[src/rtl/hp_pkg.sv]
package hp_pkg;
    localparam logic [1:0] ST_KEEP  = 2'd0;
    localparam logic [1:0] ST_PWR   = 2'd1;
    localparam logic [1:0] ST_EN    = 2'd2;
    localparam logic [1:0] ST_DIS   = 2'd3;

    localparam logic [1:0] LED_KEEP  = 2'd0;
    localparam logic [1:0] LED_ON    = 2'd1;
    localparam logic [1:0] LED_BLINK = 2'd2;
    localparam logic [1:0] LED_OFF   = 2'd3;

    localparam logic [7:0] CODE_PWR_ALL = 8'h48;
    localparam logic [7:0] CODE_EN_ALL  = 8'h49;

    typedef enum logic [1:0] {
        FSM_IDLE = 2'd0,
        FSM_EXEC = 2'd1,
        FSM_WALK = 2'd2,
        FSM_DONE = 2'd3
    } fsm_e;
endpackage

[src/rtl/hp_slot_rules.sv]
module hp_slot_rules
    import hp_pkg::*;
(
    input  logic [1:0] cur_st,
    input  logic [1:0] cur_pwr,
    input  logic [1:0] cur_attn,
    input  logic [1:0] req_st,
    input  logic [1:0] req_pwr,
    input  logic [1:0] req_attn,
    output logic       illegal,
    output logic [1:0] nx_st,
    output logic [1:0] nx_pwr,
    output logic [1:0] nx_attn,
    output logic       evict
);
    always_comb begin
        illegal = (cur_st == ST_EN) && (req_st == ST_PWR);
        nx_pwr  = (req_pwr  != LED_KEEP) ? req_pwr  : cur_pwr;
        nx_attn = (req_attn != LED_KEEP) ? req_attn : cur_attn;
        nx_st   = cur_st;
        evict   = 1'b0;
        if (cur_st == ST_DIS && (req_st == ST_PWR || req_st == ST_EN)) begin
            nx_st = req_st;
        end else if ((cur_st == ST_EN || cur_st == ST_PWR) && req_st == ST_DIS) begin
            nx_st = ST_DIS;
            evict = (nx_pwr == LED_OFF);
        end
    end
endmodule

[src/rtl/hp_slot_regs.sv]
module hp_slot_regs
    import hp_pkg::*;
(
    input  logic       clk,
    input  logic       rst_n,
    input  logic       occupied,
    input  logic       we,
    input  logic [1:0] nx_st,
    input  logic [1:0] nx_pwr,
    input  logic [1:0] nx_attn,
    input  logic       evict,
    output logic [1:0] st,
    output logic [1:0] pwr,
    output logic [1:0] attn,
    output logic       latch,
    output logic [1:0] prsnt,
    output logic [2:0] evts
);
    always_ff @(posedge clk) begin
        if (!rst_n) begin
            st    <= occupied ? ST_EN  : ST_DIS;
            pwr   <= occupied ? LED_ON : LED_OFF;
            attn  <= LED_KEEP;
            latch <= !occupied;
            prsnt <= occupied ? 2'b00 : 2'b11;
            evts  <= 3'b000;
        end else if (we) begin
            st   <= nx_st;
            pwr  <= nx_pwr;
            attn <= nx_attn;
            if (evict) begin
                latch <= 1'b1;
                prsnt <= 2'b11;
                evts  <= 3'b111;
            end
        end
    end
endmodule

[src/rtl/hp_cmd_engine.sv]
module hp_cmd_engine
    import hp_pkg::*;
#(
    parameter int NSLOTS = 4
) (
    input  logic                  clk,
    input  logic                  rst_n,
    input  logic                  cmd_we,
    input  logic [7:0]            cmd_code,
    input  logic [4:0]            cmd_slot,
    input  logic [NSLOTS-1:0]     card_present,
    output logic [2*NSLOTS-1:0]   slot_state,
    output logic [2*NSLOTS-1:0]   pwr_led,
    output logic [2*NSLOTS-1:0]   attn_led,
    output logic [NSLOTS-1:0]     latch_open,
    output logic [2*NSLOTS-1:0]   presence,
    output logic [3*NSLOTS-1:0]   slot_events,
    output logic [2:0]            bus_speed,
    output logic [3:0]            cmd_status,
    output logic                  cmd_detected
);
    localparam int IDXW = (NSLOTS > 1) ? $clog2(NSLOTS) : 1;
    localparam logic [IDXW-1:0] LAST = IDXW'(NSLOTS - 1);

    fsm_e state_q, state_d;
    logic [7:0]      code_q;
    logic [4:0]      tgt_q;
    logic [4:0]      tgt_m1;
    logic [IDXW-1:0] walk_q;
    logic [IDXW-1:0] sel;
    logic [3:0]      status_q;
    logic [2:0]      speed_q;
    logic            det_q;

    logic [1:0] st_a   [NSLOTS];
    logic [1:0] pwr_a  [NSLOTS];
    logic [1:0] attn_a [NSLOTS];
    logic       latch_a[NSLOTS];

    logic is_slot, is_speed, is_grp, tgt_ok, any_en;
    logic [1:0] req_st, req_pwr, req_attn;
    logic [1:0] nx_st, nx_pwr, nx_attn;
    logic illegal, evict, commit;

    assign is_slot  = (code_q[7:6] == 2'b00);
    assign is_speed = (code_q[7:3] == 5'b01000);
    assign is_grp   = (code_q == CODE_PWR_ALL) || (code_q == CODE_EN_ALL);
    assign tgt_ok   = (tgt_q != 5'd0) && (int'(tgt_q) <= NSLOTS);
    assign tgt_m1   = tgt_q - 5'd1;
    assign sel      = (state_q == FSM_WALK) ? walk_q : tgt_m1[IDXW-1:0];

    always_comb begin
        any_en = 1'b0;
        for (int i = 0; i < NSLOTS; i++) begin
            if (st_a[i] == ST_EN) any_en = 1'b1;
        end
    end

    always_comb begin
        if (state_q == FSM_WALK) begin
            req_attn = LED_KEEP;
            if (!latch_a[sel]) begin
                req_st  = (code_q == CODE_EN_ALL) ? ST_EN : ST_PWR;
                req_pwr = LED_ON;
            end else begin
                req_st  = ST_KEEP;
                req_pwr = LED_OFF;
            end
        end else begin
            req_st   = code_q[1:0];
            req_pwr  = code_q[3:2];
            req_attn = code_q[5:4];
        end
    end

    hp_slot_rules u_rules (
        .cur_st   (st_a[sel]),
        .cur_pwr  (pwr_a[sel]),
        .cur_attn (attn_a[sel]),
        .req_st   (req_st),
        .req_pwr  (req_pwr),
        .req_attn (req_attn),
        .illegal  (illegal),
        .nx_st    (nx_st),
        .nx_pwr   (nx_pwr),
        .nx_attn  (nx_attn),
        .evict    (evict)
    );

    assign commit = (state_q == FSM_WALK) ||
                    (state_q == FSM_EXEC && is_slot && tgt_ok && !illegal);

    for (genvar g = 0; g < NSLOTS; g++) begin : g_slot
        logic [1:0] prs;
        logic [2:0] ev;
        hp_slot_regs u_regs (
            .clk      (clk),
            .rst_n    (rst_n),
            .occupied (card_present[g]),
            .we       (commit && (sel == IDXW'(g))),
            .nx_st    (nx_st),
            .nx_pwr   (nx_pwr),
            .nx_attn  (nx_attn),
            .evict    (evict),
            .st       (st_a[g]),
            .pwr      (pwr_a[g]),
            .attn     (attn_a[g]),
            .latch    (latch_a[g]),
            .prsnt    (prs),
            .evts     (ev)
        );
        assign slot_state[2*g +: 2]  = st_a[g];
        assign pwr_led[2*g +: 2]     = pwr_a[g];
        assign attn_led[2*g +: 2]    = attn_a[g];
        assign latch_open[g]         = latch_a[g];
        assign presence[2*g +: 2]    = prs;
        assign slot_events[3*g +: 3] = ev;
    end

    // next-state logic
    always_comb begin
        state_d = state_q;
        unique case (state_q)
            FSM_IDLE: if (cmd_we) state_d = FSM_EXEC;
            FSM_EXEC: state_d = (is_grp && !any_en) ? FSM_WALK : FSM_DONE;
            FSM_WALK: if (walk_q == LAST) state_d = FSM_DONE;
            FSM_DONE: state_d = FSM_IDLE;
        endcase
    end

    // state register
    always_ff @(posedge clk) begin
        if (!rst_n) state_q <= FSM_IDLE;
        else        state_q <= state_d;
    end

    // command outputs and captured operands
    always_ff @(posedge clk) begin
        if (!rst_n) begin
            code_q   <= 8'h00;
            tgt_q    <= 5'd0;
            walk_q   <= '0;
            status_q <= 4'b0000;
            speed_q  <= 3'd0;
            det_q    <= 1'b0;
        end else begin
            unique case (state_q)
                FSM_IDLE: if (cmd_we) begin
                    code_q   <= cmd_code;
                    tgt_q    <= cmd_slot;
                    status_q <= 4'b0001;
                end
                FSM_EXEC: begin
                    walk_q <= '0;
                    if (is_slot) begin
                        if (!tgt_ok || illegal) status_q[2] <= 1'b1;
                    end else if (is_speed) begin
                        if (code_q[2:0] == 3'd0) speed_q <= code_q[2:0];
                        else                     status_q[3] <= 1'b1;
                    end else if (is_grp) begin
                        if (any_en) status_q[2] <= 1'b1;
                    end else begin
                        status_q[2] <= 1'b1;
                    end
                end
                FSM_WALK: walk_q <= walk_q + 1'b1;
                FSM_DONE: begin
                    status_q[0] <= 1'b0;
                    det_q       <= 1'b1;
                end
            endcase
        end
    end

    assign cmd_status   = status_q;
    assign bus_speed    = speed_q;
    assign cmd_detected = det_q;
endmodule

[config.mk]
export PLATFORM = sky130hd
export DESIGN_NAME = hp_cmd_engine
export DESIGN_NICKNAME = d
export VERILOG_FILES = /design/src/rtl/hp_pkg.sv /design/src/rtl/hp_slot_rules.sv /design/src/rtl/hp_slot_regs.sv /design/src/rtl/hp_cmd_engine.sv
export SDC_FILE = /design/constraint.sdc
export NUM_CORES = 1
export LEC_CHECK = 0
export BUFFER_PORTS_ARGS = -buffer_cell sky130_fd_sc_hd__buf_2
export CAP_MARGIN = 5
export CORE_MARGIN = 1.5
export CORE_UTILIZATION = 53
export DETAILED_ROUTE_END_ITERATION = 8
export MAX_ROUTING_LAYER = met4
export PLACE_DENSITY = 0.8
export SYNTH_ARGS = -nofsm -noshare
export SYNTH_HDL_FRONTEND = slang
export SYNTH_SLANG_ARGS = --single-unit
[constraint.sdc]
create_clock -name clk -period 4.6 [get_ports clk]
set_input_delay 0.92 -clock clk [delete_from_list [all_inputs] [get_ports clk]]
set_output_delay 0.92 -clock clk [all_outputs]
set_load 0.005 [all_outputs]
Yosys cells after proc, flatten, opt, wreduce, memory -nomap -nowiden --
Index checks and enable logic that the tools add are counted.
Operators by class: $add $sub $neg 2, order comparisons 2, eq/ne operators 34, muxes and demuxes 91, bitwise operators 2, reductions and logical operators 48
Operators by type and width (number):
- 2-bit 2-to-1 mux | 52
- 1-bit 2-to-1 mux | 30
- 2-bit equality test, second input constant | 14
- 2-bit AND reduction | 11
- 8-bit by 7-bit equality test with 1-bit output, second input constant | 2
- 2-bit binary-select mux with 2-bit select | 3
- 1-bit logical AND | 12
- 2-bit by 1-bit != test with 1-bit output, second input constant | 6
- 5-bit AND reduction | 2
- 2-bit nonzero test | 5
- 2-bit by 1-bit equality test with 1-bit output, second input constant | 4
- 2-bit != test, second input constant | 4
- 2-bit case mux with 2 select lines | 2
- 2-bit case mux with 4 select lines | 1
- 1-bit zero test | 7
- 2-bit zero test | 3
- 5-bit by 4-bit equality test with 1-bit output, second input constant | 1
- 5-bit by 3-bit <= comparator with 1-bit output, second input constant | 1
- 1-bit logical OR | 5
- 5-bit nonzero test | 1
- 4-bit 2-to-1 mux | 1
- 4-bit != test, second input constant | 1
- 4-bit AND reduction | 1
- 3-bit greater-or-equal comparator, second input constant | 1
- other kinds (9) | 9
Storage, ports and cells: flip-flop bits (word level) 64, input port bits 20

Logic depth before layout (Yosys ltp) --
word-level depth 16, depth in mapped cells 15

Modules after synthesis --
From an unflattened synthesis, not the netlist that was laid out.
Unflattened totals: cells, all modules 300, area total of the unflattened synthesis 2914.0 µm²
By module, submodules not included:
- hp_cmd_engine | instances 1, cells each 162, area each 1393.8 µm², seq. area each 480.5 µm²
- hp_slot_regs | instances 4, cells each 29, area each 339.1 µm², seq. area each 210.2 µm²
- hp_slot_rules | instances 1, cells each 22, area each 163.9 µm², seq. area each 0.0 µm²

Worst setup path after synthesis --
OpenSTA, ideal clock, no wires.
path kind flip-flop to flip-flop, start register state_q[0], end register g_slot[2].u_regs.pwr[0] (enable), library setup time 0.307 ns, arrival time 2.855 ns, required time 4.293 ns, setup slack 1.437 ns, stages on the path, launching flop included 15, path buffers 1, period minus slack after synthesis 3.163 ns, cell sequence dfxtp_1 > inv_1 > ha_1 > inv_2 > mux2i_4 > clkbuf_8 > mux2i_1 > mux2_2 > nand2_1 > nand2_1 > ha_1 > a2111oi_4 > o21ai_2 > or2_4 > nand2_1
Between the ends: cells in the longest elaborated chain, start to end 15, elaborated cells between the ends (all ways) 23
Ends and longest elaborated chain:
- start: declaration | line hp_cmd_engine.sv:25 | fsm_e state_q, state_d;
- start signal: assignment | line hp_cmd_engine.sv:134 | else state_q <= state_d;
- 2-bit equality test | line hp_cmd_engine.sv:50, hp_cmd_engine.sv:60, hp_cmd_engine.sv:90
- 2-bit 2-to-1 mux | line hp_cmd_engine.sv:50 | assign sel = (state_q == FSM_WALK) ? walk_q : tgt_m1[IDXW-1:0];
- 2-bit inverter with 3-bit output (not written as such) | line hp_cmd_engine.sv:62, hp_cmd_engine.sv:77
- 1-bit binary-select mux with 2-bit select | line hp_cmd_engine.sv:62 | if (!latch_a[sel]) begin
- 1-bit 2-to-1 mux (not written as such) (2 in a row) | line hp_cmd_engine.sv:62
- 2-bit 2-to-1 mux | line hp_cmd_engine.sv:62
- 2-bit 2-to-1 mux | line hp_cmd_engine.sv:60 | if (state_q == FSM_WALK) begin
- 2-bit by 1-bit equality test with 1-bit output | line hp_slot_rules.sv:17 | illegal = (cur_st == ST_EN) && (req_st == ST_PWR);
- 1-bit logical AND | line hp_slot_rules.sv:17
- 1-bit zero test | line hp_cmd_engine.sv:91 | (state_q == FSM_EXEC && is_slot && tgt_ok && !illegal);
- 1-bit logical AND | line hp_cmd_engine.sv:91
- 1-bit logical OR | line hp_cmd_engine.sv:90 | assign commit = (state_q == FSM_WALK) ||
- 1-bit logical AND * | line hp_cmd_engine.sv:100 | .we (commit && (sel == IDXW'(g))),
- 2-bit by 1-bit != test with 1-bit output (no line) *
- end signal: assignment | line hp_slot_regs.sv:22 | pwr <= occupied ? LED_ON : LED_OFF;
- end signal: assignment | line hp_slot_regs.sv:29 | pwr <= nx_pwr;
- end: declaration | line hp_slot_regs.sv:13 | output logic [1:0] pwr,
Every way passes the cells marked *; elsewhere a longest branch is shown, timed or not. The select of a mux whose other input is x is not followed. A chain may end at the register's enable or synchronous reset.

Final worst setup path --
start register state_q[0], end register g_slot[3].u_regs.st[0] (data pin)
Between the ends: cells in the longest elaborated chain, start to end 14, elaborated cells between the ends (all ways) 25
Ends and longest elaborated chain:
- 2-bit equality test * | line hp_cmd_engine.sv:50, hp_cmd_engine.sv:60
- 2-bit 2-to-1 mux | line hp_cmd_engine.sv:50
- 2-bit inverter with 3-bit output (not written as such) | line hp_cmd_engine.sv:62, hp_cmd_engine.sv:77
- 1-bit binary-select mux with 2-bit select | line hp_cmd_engine.sv:62
- 1-bit 2-to-1 mux (not written as such) (2 in a row) | line hp_cmd_engine.sv:62
- 2-bit 2-to-1 mux | line hp_cmd_engine.sv:62
- 2-bit 2-to-1 mux | line hp_cmd_engine.sv:60
- 2-bit equality test (tied with other cells) | line hp_slot_rules.sv:24 | end else if ((cur_st == ST_EN || cur_st == ST_PWR) && req_st == ST_DIS) begin
- 1-bit logical AND or 1-bit logical OR (tied branches) | line hp_slot_rules.sv:24, hp_slot_rules.sv:22
- 2-bit 2-to-1 mux or 1-bit logical AND (tied branches) | line hp_slot_rules.sv:24, hp_slot_rules.sv:22
- 2-bit 2-to-1 mux * | line hp_slot_rules.sv:22 | if (cur_st == ST_DIS && (req_st == ST_PWR || req_st == ST_EN)) begin
- 2-bit 2-to-1 mux * | line hp_slot_regs.sv:27 | end else if (we) begin
- 2-bit 2-to-1 mux * | line hp_slot_regs.sv:20 | if (!rst_n) begin
- end signal: assignment | line hp_slot_regs.sv:21 | st <= occupied ? ST_EN : ST_DIS;
- end signal: assignment | line hp_slot_regs.sv:28 | st <= nx_st;
- end: declaration | line hp_slot_regs.sv:12 | output logic [1:0] st,
Marks and branches as above.

==> summary.log <==
[clock_tree] maximum count of clock buffers along a single path 2
[sta] final clock period utilization by the worst path 0.825
[run] max-cap check violation count 0
[clock_tree] insertion delay to the later sink of the worst-skew pair 0.30 ns
[clock_tree] post-cts gate resize count 0
[synthesis] dominant synthesized flop cell dfxtp_1
[critical_path] kind of end point of the critical path flop
[placement] number of buffers inserted by port buffering 74
[finish] diodes inserted 0
[synthesis] post-synthesis net count 328
[clock_tree] Max H-tree Level 2
[floorplanning] initial cell density of the core 0.560
[sta] final setup fails 0
[synthesis] area of the mapped netlist 2930 um2
[finish] relative area change from synthesis to final layout 11.0%
[critical_path] setup slack of the worst register-to-register path 0.81 ns
[floorplanning] floorplan die width 77.4 um
[drt] wire length on met3 444 um
[sta] final-report hold violation count 0
[power] fraction of power spent switching nets 0.388
[drt] DRC errors left 0
[critical_path] critical path arrival 3.83 ns
[sta] max_slew headroom 0.549
[finish] share of cells above drive strength 1 0.323
[critical_path] Worst Setup Start Kind flop
[floorplanning] area of the die 5990 um2
[synthesis] total of flip-flops plus latches after synthesis 56
[drt] uppermost routed layer met4
[synthesis] EDFF count, synth 20
[run_status] status finished clean
[grt] largest net degree at the start of global routing 30
[synthesis] average instance area after synthesis 9.81 um2
[power] Sequential Power Share 0.407
[sta] setup repair after global routing missed its margin false
[floorplanning] Chip Height 77.4 um
[synthesis] share of flip-flops with an asynchronous set or reset after synthesis 0
[grt] gr ovfl total 0
[power] total power draw 1.77 mW
[clock_tree] Reg clk slew, reported paths 0.10 ns
[drt] DRT antenna net count 0
[floorplanning] Top Ports 76
[sta] final setup TNS 0 ns
[finish] design area 3260 um2
[critical_path] endpoint of the worst register-to-register path g_slot[3].u_regs.st[0]
[finish] multi-input logic area 1310 um2
[critical_path] type of the worst setup path reg -> reg
[placement] dpl cell area 3160 um2
[clock_tree] number of buffers inserted during clock tree synthesis 5
[drt] sum of routed wire length over all layers 6310 um
[grt] antenna violations before repair 0
[synthesis] ranking of synthesized cells by area dfxtp_1 (25%), edfxtp_1 (20%), nand2_1 (6.9%)
[finish] FF+latch area 1320 um2
[drt] number of iterations in the first detailed-routing pass 4
[finish] top library cells by usage in the layout, fill and taps aside buf_2 (74), nand2_1 (54), dfxtp_1 (36)
[hold_path] path type of the worst min-delay path reg -> reg
[drt] vias after detailed routing 2308
[sta] fin worst setup slack 0.807 ns
[hold_path] number of instances on the worst hold path 2
[clock_tree] clock tree from TritonCTS built
[power] reported leakage power 1.36 nW
[power] total power density per cell area 543 nW/um2
[sta] minimum clock period 3.79 ns
[drt] wire length on met1 2750 um
[power] share of power burned in combinational logic 0.439
[sta] final worst clock skew 0.00853 ns
[clock_tree] master cell of the clock root buffer clkbuf_8
[power] net load switching power 686 uW
[finish] post-layout net count 378
[drt] detailed-routed wire length on met2 3100 um
[placement] placement-stage worst setup slack 0.822 ns
[grt] vias in the first global route 2200
[drt] initial drt markers 201
[clock_tree] sink count of the clock tree 56
[power] Internal 1.08 mW
[hold_path] end point of the worst hold path bus_speed[1]
[placement] RD Place Congestion 0.911
[critical_path] reg-to-reg critical path startpoint state_q[0]
[synthesis] Cell variety after synth 54
[clock_tree] post-CTS setup buffer count 0
[critical_path] cell count of the worst reg-to-reg path 12
[synthesis] number of instances in the synthesized netlist 299
[critical_path] Max Fanout on Critical Path 13
[grt] overall fraction of global-route tracks in use 0.224
[sta] final slew viol count 0
[clock_tree] CTS hold repair buffers 0
[grt] wire length of the first global-routing pass 10300 um
[sta] transition time of the tightest slew-check pin 0.676 ns
[sta] Achievable Freq 264 MHz
[drt] Via density 5.50
[placement] Detail Placement HPWL 4870 um
[synthesis] Seq/Total Area, Yosys 0.450
[drt] routed length per placed instance 15.0 um
[power] Clock power frac 0.154
[synthesis] Yosys warning total 0
[critical_path] Critical Path RT 4.63 ns
[finish] most common cell after layout, fill and taps aside buf_2
[synthesis] share of the synthesized area in the top cell type 0.246
[floorplanning] placeable core region 5240 um2
[synthesis] cell accounting for the most synthesized area dfxtp_1
[hold_path] worst hold start bus_speed[1]
[floorplanning] total number of placement rows 26
[power] worst vdd ir 288 uV
[finish] Filler cells 453
## stage by stage
stage                      util  hold WS (ns)  instances
after floorplan               -         0.425        299
after global placement    0.604         0.411        412
after detailed placement  0.604         0.414        412
after CTS                 0.622         0.428        420
after global routing      0.622         0.468        420
final                     0.622         0.424        420
## how the worst max path moves through the flow
| stage | startpoint | endpoint | slack [ns] | depth (start not counted) |
|---|---|---|---|---|
| finish | state_q[0] | g_slot[3].u_regs.st[0] | 0.81 | 12 |
| global route | state_q[0] | g_slot[3].u_regs.prsnt[0] | 0.50 | 12 |
| CTS | state_q[0] | g_slot[3].u_regs.prsnt[0] | 0.83 | 12 |
| detailed placement | state_q[0] | g_slot[3].u_regs.prsnt[0] | 0.82 | 12 |
| global placement | state_q[0] | g_slot[1].u_regs.st[0] | 0.97 | 12 |
| floorplan | state_q[0] | g_slot[2].u_regs.pwr[0] | 1.44 | 14 |
## synth_stat cells, drive strengths merged, types with 3 or more instances
library cell	number
edfxtp	20
inv	18
o31ai	5
nor3	4
o22ai	6
mux4	5
nor2b	3
mux2	3
a21oi	30
dfxtp	36
o21ai	18
or2	3
ha	9
clkbuf	9
mux2i	11
nand2	54
nor2	16
buf	23
## worst max-delay path, stage by stage (launching register included)
cell	delay, ns
dfxtp_1	0.40
inv_1	0.10
ha_1	0.36
inv_2	0.22
mux2i_4	0.59
mux2i_1	0.15
mux2_2	0.31
a22oi_1	0.22
ha_1	0.28
nor2b_1	0.28
nand2_1	0.09
a21oi_1	0.36
o22ai_1	0.16
## logic make-up (layout without fill, tap and decap cells)
kind of cell | count (synthesis) | after routing | synth area share
compound gates | 70 | 70 | 0.159
xor+xnor | 1 | 1 | 0.00299
fa+ha+maj | 9 | 9 | 0.0384
buf+inv | 51 | 102 | 0.105
flops | 56 | 56 | 0.450
mux | 19 | 19 | 0.0917
other cells | 1 | 1 | 0.00128
simple gates | 92 | 92 | 0.151
## routing by layer
layer | track usage | up-vias
li1 | - | 1119
met1 | 0.286 | 1087
met2 | 0.365 | 100
met3 | 0.0365 | 2
met4 | 0.0727 | 0
met5 | - | -
## registers in the layout, summed over array words and instances (netlist names)
register / flops
tgt_q: 5
cmd_detected: 1
g_slot.u_regs.prsnt: 4
walk_q: 2
bus_speed: 3
code_q: 8
g_slot.u_regs.evts: 4
g_slot.u_regs.pwr: 8
g_slot.u_regs.st: 8
state_q: 2
cmd_status: 3
g_slot.u_regs.attn: 8
## layout make-up
class                           instances  share of cell area
Multi-Input combinational cell        192               0.401
Tap cell                               70              0.0269
Inverter                               19              0.0219
Clock buffer                            6              0.0254
Clock inverter                          2             0.00307
Timing Repair Buffer                   75               0.116
Sequential cell                        56               0.406
## power by group through the flow
stage	clock network, mW	registers [mW]	logic [mW]
CTS	0.277	0.717	0.775
detailed placement	0	0.726	0.772
finish	0.273	0.719	0.777
global placement	0	0.725	0.750
floorplan	0	0.713	0.600
global route	0.296	0.731	0.856
No activity file was read; power rests on OpenSTA's default activity.
